===== config.mk =====
export PLATFORM = sky130hd
export DESIGN_NAME = refsel_ctrl
export DESIGN_NICKNAME = d
export VERILOG_FILES = /design/src/rtl/refsel_pkg.sv /design/src/rtl/refsel_qualify.sv /design/src/rtl/refsel_prio.sv /design/src/rtl/refsel_policy.sv /design/src/rtl/refsel_ctrl.sv
export SDC_FILE = /design/constraint.sdc
export NUM_CORES = 1
export LEC_CHECK = 0
export ABC_CLOCK_PERIOD_IN_PS = 1700
export BUFFER_PORTS_ARGS = -buffer_cell sky130_fd_sc_hd__clkbuf_2
export CORE_AREA = 4 4 41 43
export CTS_CLUSTER_DIAMETER = 50
export DETAILED_ROUTE_END_ITERATION = 16
export DIE_AREA = 0 0 45 47
export PLACE_DENSITY_LB_ADDON = 0.08
export SLEW_MARGIN = 20
export SYNTH_ARGS = -nofsm -noshare
export SYNTH_HDL_FRONTEND = slang
export SYNTH_SLANG_ARGS = --single-unit

===== constraint.sdc =====
create_clock -name clk_i -period 1.7 [get_ports clk_i]
set_input_delay 0.17 -clock clk_i [delete_from_list [all_inputs] [get_ports clk_i]]
set_output_delay 0.17 -clock clk_i [all_outputs]
set_load 0.005 [all_outputs]

===== src/rtl/refsel_pkg.sv =====
package refsel_pkg;

  // Decision policy applied by the next-state logic
  typedef enum logic [1:0] {
    POL_MANUAL = 2'd0,
    POL_REVERT = 2'd1,
    POL_HOLDON = 2'd2
  } policy_e;

endpackage


===== src/rtl/refsel_qualify.sv =====
// Turns raw alarm flags into a per-input usable vector.
module refsel_qualify #(
  parameter int NUM_REF = 3
) (
  input  logic [NUM_REF-1:0] los_i,
  input  logic [NUM_REF-1:0] foa_i,
  input  logic               foa_mask_i,
  input  logic               fallback_present_i,
  output logic [NUM_REF-1:0] usable_o
);

  localparam int LAST = NUM_REF - 1;

  for (genvar g = 0; g < NUM_REF; g++) begin : g_ref
    logic foa_eff;
    assign foa_eff = foa_i[g] & ~foa_mask_i;
    if (g == LAST) begin : g_fallback
      assign usable_o[g] = ~los_i[g] & ~foa_eff & fallback_present_i;
    end else begin : g_main
      assign usable_o[g] = ~los_i[g] & ~foa_eff;
    end
  end

endmodule


===== src/rtl/refsel_prio.sv =====
// Fixed priority encoder: lowest index wins, none usable -> holdover code.
module refsel_prio #(
  parameter int NUM_REF = 3,
  parameter int SEL_W   = $clog2(NUM_REF + 1)
) (
  input  logic [NUM_REF-1:0] usable_i,
  output logic [SEL_W-1:0]   best_o
);

  localparam logic [SEL_W-1:0] HOLD_CODE = SEL_W'(NUM_REF);

  always_comb begin
    best_o = HOLD_CODE;
    for (int i = NUM_REF - 1; i >= 0; i--) begin
      if (usable_i[i]) best_o = SEL_W'(i);
    end
  end

endmodule


===== src/rtl/refsel_policy.sv =====
// Next-state decision for the selection register.
module refsel_policy
  import refsel_pkg::*;
#(
  parameter int NUM_REF = 3,
  parameter int SEL_W   = $clog2(NUM_REF + 1)
) (
  input  policy_e            policy_i,
  input  logic [SEL_W-1:0]   cur_i,
  input  logic [NUM_REF-1:0] usable_i,
  input  logic [SEL_W-1:0]   best_i,
  input  logic [SEL_W-1:0]   man_sel_i,
  output logic [SEL_W-1:0]   next_o
);

  localparam logic [SEL_W-1:0] HOLD_CODE = SEL_W'(NUM_REF);

  logic             cur_ok;
  logic [SEL_W-1:0] man_code;

  // Is the present selection still a usable reference?
  always_comb begin
    cur_ok = 1'b0;
    for (int i = 0; i < NUM_REF; i++) begin
      if (cur_i == SEL_W'(i)) cur_ok = usable_i[i];
    end
  end

  // Out-of-range manual codes fold onto holdover
  assign man_code = (man_sel_i >= HOLD_CODE) ? HOLD_CODE : man_sel_i;

  always_comb begin
    unique case (policy_i)
      POL_MANUAL: next_o = man_code;
      POL_REVERT: next_o = best_i;
      POL_HOLDON: next_o = cur_ok ? cur_i : best_i;
      default:    next_o = best_i;
    endcase
  end

endmodule


===== src/rtl/refsel_ctrl.sv =====
// Reference clock selector: priority chain A > B > F > holdover.
module refsel_ctrl
  import refsel_pkg::*;
#(
  parameter int NUM_REF = 3,
  parameter int SEL_W   = $clog2(NUM_REF + 1)
) (
  input  logic               clk_i,
  input  logic               rst_ni,
  input  logic               auto_en_i,
  input  logic               revert_en_i,
  input  logic               foa_mask_i,
  input  logic [SEL_W-1:0]   man_sel_i,
  input  logic [NUM_REF-1:0] los_i,
  input  logic [NUM_REF-1:0] foa_i,
  input  logic               fallback_present_i,
  output logic [NUM_REF-1:0] sel_onehot_o,
  output logic [SEL_W-1:0]   sel_code_o,
  output logic               holdover_o,
  output logic               switch_o
);

  localparam logic [SEL_W-1:0] HOLD_CODE = SEL_W'(NUM_REF);

  policy_e            policy;
  logic [NUM_REF-1:0] usable;
  logic [SEL_W-1:0]   best;
  logic [SEL_W-1:0]   sel_d, sel_q;
  logic               sel_en;
  logic               sw_q;

  always_comb begin
    if (!auto_en_i)       policy = POL_MANUAL;
    else if (revert_en_i) policy = POL_REVERT;
    else                  policy = POL_HOLDON;
  end

  refsel_qualify #(.NUM_REF(NUM_REF)) u_qualify (
    .los_i              (los_i),
    .foa_i              (foa_i),
    .foa_mask_i         (foa_mask_i),
    .fallback_present_i (fallback_present_i),
    .usable_o           (usable)
  );

  refsel_prio #(.NUM_REF(NUM_REF), .SEL_W(SEL_W)) u_prio (
    .usable_i (usable),
    .best_o   (best)
  );

  refsel_policy #(.NUM_REF(NUM_REF), .SEL_W(SEL_W)) u_policy (
    .policy_i  (policy),
    .cur_i     (sel_q),
    .usable_i  (usable),
    .best_i    (best),
    .man_sel_i (man_sel_i),
    .next_o    (sel_d)
  );

  assign sel_en = (sel_d != sel_q);

  always_ff @(posedge clk_i or negedge rst_ni) begin
    if (!rst_ni) begin
      sel_q <= '0;
    end else if (sel_en) begin
      sel_q <= sel_d;
    end
  end

  always_ff @(posedge clk_i or negedge rst_ni) begin
    if (!rst_ni) sw_q <= 1'b0;
    else         sw_q <= sel_en;
  end

  for (genvar g = 0; g < NUM_REF; g++) begin : g_dec
    assign sel_onehot_o[g] = (sel_q == SEL_W'(g));
  end

  assign sel_code_o = sel_q;
  assign holdover_o = (sel_q == HOLD_CODE);
  assign switch_o   = sw_q;

endmodule


======== Word-level counts from Yosys, hierarchy flattened ========
Index checks and enable logic that the tools add are counted.
word-level totals
  register bits ........................... 3
  input bits .............................. 14
  word-level logic and storage cells ...... 35
operators by class
  $lt $le $gt $ge ......................... 1
  equal/unequal tests ..................... 5
  multiplexer cells ....................... 11
  bitwise logic cells ..................... 14
  reductions and logical operators ........ 2
operators by type and width
  operator                                                                count
  2-bit two-way mux                                                       6
  1-bit bitwise AND                                                       7
  1-bit inverter                                                          7
  2-bit equality test (second input constant)                             3
  2-bit logical NOT                                                       2
  1-bit two-way mux                                                       4
  2-bit case mux with 2 select lines                                      1
  2-bit by 1-bit equality test with 1-bit output (second input constant)  1
  2-bit greater-or-equal comparator (second input constant)               1
  2-bit inequality test                                                   1

======== Longest topological paths before layout ========
Gate-level depths: netlist (run 1).
  depth in word-level cells ............... 11
  gate-level depth with buffers ........... 5
  mapped depth without buffers ............ 5

======== By module ========
From an unflattened synthesis (run 1), not the netlist that was laid out.
unflattened totals
  cells, all modules ...................... 36
  area, all modules ....................... 299.0 um^2
modules (own cells, without submodules)
  module          instances  cells each  area an instance (um^2)  sequential area each (um^2)
  refsel_ctrl     1          14          145.1                    75.1
  refsel_policy   1          14          107.6                    0.0
  refsel_qualify  1          5           30.0                     0.0
  refsel_prio     1          3           16.3                     0.0

======== Least setup slack after synthesis (run 1) ========
OpenSTA, ideal clock, no wires.
  kind .................................... flip-flop to flip-flop
  start point ............................. register sel_q[0] (netlist: sel_code_o[0])
  end point ............................... register sw_q (netlist: switch_o)
  setup time .............................. 124 ps
  arrival ................................. 1140 ps
  data required time ...................... 1576 ps
  path slack .............................. 435 ps
  cell stages (with the launch flop) ...... 5
  cell sequence ........................... dfrtp_1 -> o31a_1 -> o211ai_2 -> and4_1 -> o21ai_1
on the way
  longest elaborated chain between the ends .. 7
ends and longest elaborated chain
  element                             line                 RTL
  from (decl)                         refsel_ctrl.sv:28    logic [SEL_W-1:0] sel_d, sel_q;
  from (signal assigned)              refsel_ctrl.sv:66    sel_q <= sel_d;
  2-bit logical NOT                   refsel_policy.sv:25  if (cur_i == SEL_W'(i)) cur_ok = usable_i[i];
  1-bit two-way mux (3 in a row)      refsel_policy.sv:25
  2-bit two-way mux                   refsel_policy.sv:36  POL_HOLDON: next_o = cur_ok ? cur_i : best_i;
  2-bit case mux with 2 select lines  refsel_policy.sv:33  unique case (policy_i)
  2-bit inequality test (*)           refsel_ctrl.sv:60    assign sel_en = (sel_d != sel_q);
  net sel_en                          refsel_ctrl.sv:29    logic sel_en;
  to (signal assigned)                refsel_ctrl.sv:72    else sw_q <= sel_en;
  to (decl)                           refsel_ctrl.sv:30    logic sw_q;
The timed path passes the listed nets; every way through them passes the cells marked *.
A chain may end at the register's enable or synchronous reset.

======== Worst setup path after layout (run 1) ========
Same ends and word-level chain as after synthesis.

==> impl_metrics.yaml, run 1 <==
synthesis:
  synth.largest_area_cell: "sky130_fd_sc_hd__dfrtp_1"
  synthesis.area_per_instance_um2: 8.30
  synth_flop_cell: "sky130_fd_sc_hd__dfrtp_1"
  syn-cell-area_um2: 274
  synth_top_family_by_area: "simple AND/OR/NAND/NOR gates"
  syn-num-nets: 47
  post_synth_most_frequent_cells: "5 x sky130_fd_sc_hd__nor2b_1, 4 x sky130_fd_sc_hd__nor2_1, 3 x sky130_fd_sc_hd__dfrtp_1, 3 x sky130_fd_sc_hd__nand3_1"
  fraction_of_the_mapped_netlist_area_in_simple_logic_gates: 0.402
  post_synth_inst_count: 33
  netlist-cell-type-count: 20
  synth.area.top_cells: "sky130_fd_sc_hd__dfrtp_1 27%, sky130_fd_sc_hd__nor2b_1 11%, sky130_fd_sc_hd__a41oi_2 5.9%"
  synth_edf_count: 0
  yosys.cell_count.top_type: "sky130_fd_sc_hd__nor2b_1"
  synth-seq-cells: 3
  yosys_warn_count: 0
  post_synth_fa_ha_maj_area_fraction: 0
  synth.area.mux_share: 0
  synth.yosys.seq_area_share: 0.274
  netlist.area_leader.share: 0.274
  synth_async_sr_flop_share: 1.00
  synthesized_area_fraction_occupied_by_ao_oa_aoi_and_oai_cells: 0.265
  synthXorXnorAreaFrac: 0.0320
layout:
  post_route_cells_drive_above_1_share: 0.466
  area_delta_synth_final_pct: 56.6
  nets: 73
  num_antenna_cells: 0
setup_path:
  end_kind: "register"
  critical_path_required_ns: 1.81
  crit_path_top_delay_cell: "sky130_fd_sc_hd__dfrtp_1"
  worst-setup-path-type: "reg2reg"
  setup.worst_path.start: "sel_code_o[0]$_DFFE_PN0P_"
  critical_path.max_fanout: 6
  max_stage_delay_ns: 0.42
  critPathLaunchType: "register"
  critical_path.cell_chain: "o31a_1 -> o211ai_2 -> and4_1 -> o21ai_1"
  critPathArrivalTime_ns: 1.42
  worst_r2r_startpoint: "sel_code_o[0]$_DFFE_PN0P_"
grt:
  grt_first_pass_wirelength_mm: 1.23
  grt_start_max_net_pins: 7
  grt_antenna_before_repair: 0
  number_of_global_route_vias_before_repair: 307
  overflow: 0
  gr-usage-all-layers: 0.0869
sta:
  skew_ns: 0.00166
  finalHoldViolations: 0
  worst_pin_slew_ns: 0.237
  final.min_clock_period_ns: 1.31
  max-slew-margin-rel: 0.842
  final_max_slew_viol_count: 0
  max_clock_freq_mhz: 766
  unrepaired_setup_endpoints_after_global_routing: "no"
  finalSetupViolations: 0
  share_of_the_clock_period_used_by_the_worst_path_after_layout: 0.768
  fin_setup_tns_ns: 0
power:
  sequential_power_share: 0.292
  vdd_ir_drop_max_mv: 0.175
  p_int_mw: 0.218
  power_per_cell_area_mw_per_mm2: 715
  power.combinational.fraction: 0.299
  net-switching-power_mw: 0.0892
  leakage_nw: 0.206
  design_power_total_mw: 0.307
  clkPwrFrac: 0.409
  fraction_of_power_spent_switching_nets: 0.291
hold_path:
  hold_class: "in2reg"
  worst_hold_startpoint: "man_sel_i[1]"
placement:
  finalWeightedCongestion: 0.707
  number_of_port_buffers: 20
detailed_routing:
  routed_wire_length_per_instance_um: 10.4
  1st_pass_router_iterations: 2
  vias: 315
  final_antenna_net_count: 0
  count_of_unresolved_drc_violations_after_routing: 0
  routed_via_density: 4.32
  dr.first_iter.drc_count: 1
  wl_um: 759
run_status:
  run_status: "finished, final reports clean"
cts:
  clock_tree_from_tritoncts: "yes"
  total_number_of_clock_tree_sinks: 3
  cts_post_setup_buffers_inserted: 0
  cts.clk_slew.worst_paths_ns: 0.04
  htree_num_levels: 1
  clock_latency_ns: 0.23
  cts_buffer_depth: 2
  cts_root_buf: "sky130_fd_sc_hd__clkbuf_4"
  cts_bufs_inserted: 3
floorplan:
  chipWidth_um: 45
  boundaryPins: 21
  core_area_mm2: 0.00130
  placementRows: 13
  initial_utilization: 0.211
  chipHeight_um: 47
  die_area_mm2: 0.00212
run:
  drv_cap: 0
[area by class of cell]
class	count	area [µm²]
Clock buffer	4	26.3
Sequential cell	3	75.1
Fill cell	151	872
Inverter	2	7.51
Timing Repair Buffer	21	110
Multi-Input combinational cell	28	191
Tap cell	15	18.8
[flip-flops by register name (all words and copies together) (netlist names)]
| name | cells |
|---|---|
| sel_code_o | 2 |
| switch_o | 1 |
[what timing repair did]
item,4_1_cts,5_1_grt
hold endpoints to repair,3,0
resized for setup,0,0
hold buffers,1,0
[power groups by stage]
stage	clock, mW	sequential [mW]	combinational [mW]
4_1_cts	0.131	0.0902	0.0940
2_1_floorplan	0	0.0900	0.0475
3_3_place_gp	0	0.0901	0.0930
5_1_grt	0.145	0.0918	0.104
3_5_place_dp	0	0.0911	0.0921
6_report	0.126	0.0897	0.0918
[cells by family (layout without fill, tap and decap cells)]
family | after synthesis | count (layout)
and+or+nand+nor | 19 | 19
AOI/OAI and AO/OA | 8 | 8
buffers and inverters | 2 | 27
xor gates and xnor gates | 1 | 1
DFF | 3 | 3
[stage by stage]
step / util / hold WS [ns] / cell area [µm²] / cells / worst slack [ns]
6_report: 0.330 / 0.196 / 429 / 73 / 0.394
2_1_floorplan: - / -0.126 / 274 / 33 / 0.435
3_3_place_gp: 0.302 / -0.0296 / 393 / 68 / 0.406
4_1_cts: 0.330 / 0.195 / 429 / 73 / 0.380
3_5_place_dp: 0.302 / -0.0300 / 393 / 68 / 0.388
5_1_grt: 0.330 / 0.206 / 429 / 73 / 0.319
[critical path, delay by kind of cell, from the launching register on]
family          cells  cell delay [ns]
compound gates      3             0.57
flops               1             0.42
simple gates        1             0.20
[cells in the final DEF, fill, tap and decap left out, types with 2 or more instances in the layout]
master	synthesis	final
sky130_fd_sc_hd__clkbuf_2	0	20
sky130_fd_sc_hd__dfrtp_1	3	3
sky130_fd_sc_hd__nand3_1	3	3
sky130_fd_sc_hd__nand2b_1	2	2
sky130_fd_sc_hd__clkbuf_4	0	3
sky130_fd_sc_hd__inv_1	2	2
sky130_fd_sc_hd__nor2b_1	5	5
sky130_fd_sc_hd__nor2_1	4	4
[per-layer routing]
| layer | GRT usage | vias to the layer above | share of wire |
|---|---|---|---|
| li1 | - | 170 | - |
| met4 | 0.105 | 0 | 0 |
| met5 | 0 | - | 0 |
| met3 | 0.0153 | 0 | 0.11 |
| met2 | 0.124 | 17 | 0.48 |
| met1 | 0.100 | 128 | 0.41 |
[path summary, 6_finish.rpt]
path                                             end  slack [ns]  cells after the start
setup / recovery                  switch_o$_DFF_PN0_        0.39                      4
hold / removal             sel_code_o[1]$_DFFE_PN0P_        0.20                      3
setup reg to reg                  switch_o$_DFF_PN0_        0.39                      4
hold reg to reg                   switch_o$_DFF_PN0_        0.66                      2
max in group asynchronous  sel_code_o[0]$_DFFE_PN0P_        1.33                      2
min in group asynchronous         switch_o$_DFF_PN0_        0.26                      2
(Power assumes the default switching activity.)
==> inputs of run 2 (changes only) <==
Settings changed: ABC_CLOCK_PERIOD_IN_PS 1700 to 1400.
Clock period 1.7 ns to 1.4 ns, I/O delays scaled along.
==> impl_metrics.yaml, run 2 (synthesis gave the netlist of run 1 again) <==
run_status:
  run_status: "finished, final reports clean"
setup_path:
  critPathArrivalTime_ns: 1.41
  end_kind: "register"
  critical_path.cell_chain: "o31a_1 -> o211ai_2 -> and4_1 -> o21ai_1"
  critical_path_required_ns: 1.51
  critical_path.max_fanout: 6
  worst-setup-path-type: "reg2reg"
  crit_path_top_delay_cell: "sky130_fd_sc_hd__dfrtp_1"
  setup.worst_path.start: "sel_code_o[0]$_DFFE_PN0P_"
  cell_class_contributing_the_biggest_share_of_worst_path_delay: "compound AO/OA/AOI/OAI gates"
  critPathLaunchType: "register"
  max_stage_delay_ns: 0.42
  path_buf_inv: 0
  worst_r2r_startpoint: "sel_code_o[0]$_DFFE_PN0P_"
power:
  leakage_nw: 0.206
  power_per_cell_area_mw_per_mm2: 862
  vdd_ir_drop_max_mv: 0.229
  power.combinational.fraction: 0.303
  sequential_power_share: 0.292
  p_int_mw: 0.264
  fraction_of_power_spent_switching_nets: 0.286
  clkPwrFrac: 0.405
  net-switching-power_mw: 0.106
detailed_routing:
  routed_via_density: 4.38
  wl_um: 732
  vias: 320
  1st_pass_router_iterations: 2
  dr.first_iter.drc_count: 1
  final_antenna_net_count: 0
  routed_wire_length_per_instance_um: 10.0
  count_of_unresolved_drc_violations_after_routing: 0
grt:
  gr-usage-all-layers: 0.0806
  number_of_global_route_vias_before_repair: 303
  grt_first_pass_wirelength_mm: 1.18
  overflow: 0
  grt_antenna_before_repair: 0
  grt_start_max_net_pins: 7
floorplan:
  boundaryPins: 21
  chipHeight_um: 47
  chipWidth_um: 45
  core_area_mm2: 0.00130
  die_area_mm2: 0.00212
  initial_utilization: 0.211
  placementRows: 13
placement:
  finalWeightedCongestion: 0.689
  number_of_port_buffers: 20
  post-place-cells: 68
  detailedPlace.worstSlack_ns: 0.0941
cts:
  htree_num_levels: 1
  clock_latency_ns: 0.23
  total_number_of_clock_tree_sinks: 3
  cts_buffer_depth: 2
  cts_bufs_inserted: 3
  clock_tree_from_tritoncts: "yes"
  cts.clk_slew.worst_paths_ns: 0.04
  cts_root_buf: "sky130_fd_sc_hd__clkbuf_4"
  cts_post_setup_buffers_inserted: 0
sta:
  post-route-worst-setup-slack_ns: 0.103
  max-slew-margin-rel: 0.822
  fin_setup_tns_ns: 0
  unrepaired_setup_endpoints_after_global_routing: "no"
  share_of_the_clock_period_used_by_the_worst_path_after_layout: 0.926
  finalSetupViolations: 0
  max_clock_freq_mhz: 771
  final.min_clock_period_ns: 1.30
  skew_ns: 0.000541
  finalHoldViolations: 0
  worst_pin_slew_ns: 0.267
  final_max_slew_viol_count: 0
layout:
  postLayoutCoreUtil: 0.330
  area_delta_synth_final_pct: 56.6
  ff_latch_area_um2: 75.1
  num_antenna_cells: 0
  layout.filler_cells: 157
  max_ffs_per_register: 2
  commonest_non_fill_non_tap_cell_in_the_layout: "sky130_fd_sc_hd__clkbuf_2"
  most-common-layout-cells: "20 x sky130_fd_sc_hd__clkbuf_2, 5 x sky130_fd_sc_hd__nor2b_1, 4 x sky130_fd_sc_hd__nor2_1"
  stdcell_count: 73
  nets: 73
  post_route_cells_drive_above_1_share: 0.466
  multiInputGateArea_um2: 191
hold_path:
  hold_class: "in2reg"
  worst_hold_startpoint: "man_sel_i[1]"
run:
  drv_cap: 0
==> run 2: cell counts in the layout (fill, tap and decap cells not counted) <==
Identical to the previous run, type by type.
==> run 2: per-layer routing <==
layer / track usage / vias up / share of wire / wire length (µm)
met4: 0.0877 / 0 / 0 / 0
met1: 0.100 / 131 / 0.45 / 333
met5: 0 / - / 0 / 0
li1: - / 172 / - / -
met2: 0.113 / 17 / 0.44 / 323
met3: 0.0115 / 0 / 0.10 / 76
==> run 2: worst register-to-register path: cells and delay by family (launching register included) <==
kind / cells / cell delay, ns
flip-flops: 1 / 0.42
AO/OA/AOI/OAI: 3 / 0.56
AND/OR/NAND/NOR: 1 / 0.20
==> run 2: area by class of cell <==
| type | instances | area share |
|---|---|---|
| clock buffers | 4 | 0.0612 |
| multi-input cells | 28 | 0.446 |
| flip-flops and latches | 3 | 0.175 |
| well taps | 15 | 0.0437 |
| inverters | 2 | 0.0175 |
| repair buffers | 21 | 0.257 |
==> run 2: path summary, 6_finish.rpt <==
path | end | slack (ns) | cells past startpoint
worst max register to register | switch_o$_DFF_PN0_ | 0.10 | 4
worst min-delay path | sel_code_o[1]$_DFFE_PN0P_ | 0.18 | 3
worst max-delay path | switch_o$_DFF_PN0_ | 0.10 | 4
max in group asynchronous | sel_code_o[0]$_DFFE_PN0P_ | 1.05 | 2
worst min register to register | switch_o$_DFF_PN0_ | 0.64 | 2
min in group asynchronous | sel_code_o[1]$_DFFE_PN0P_ | 0.24 | 2
==> run 2: what timing repair did <==
item                      4_1_cts  5_1_grt
hold endpoints to repair        3        0
resized for setup               0        0
hold buffers                    1        0
==> run 2: power by group through the flow <==
stage          Sequential [mW]  Combinational [mW]  Clock [mW]
2_1_floorplan            0.109              0.0577           0
3_3_place_gp             0.109               0.113           0
3_5_place_dp             0.110               0.112           0
4_1_cts                  0.109               0.114       0.158
5_1_grt                  0.111               0.126       0.169
6_report                 0.108               0.112       0.150
==> run 2: through the flow <==
stage                     cell area, µm²  power [mW]  hold WS, ns
after floorplan                      274       0.167       -0.156
after global routing                 429       0.407        0.207
after detailed placement             393       0.222      -0.0602
after global placement               393       0.222      -0.0597
final                                429       0.370        0.183
after CTS                            429       0.382        0.178
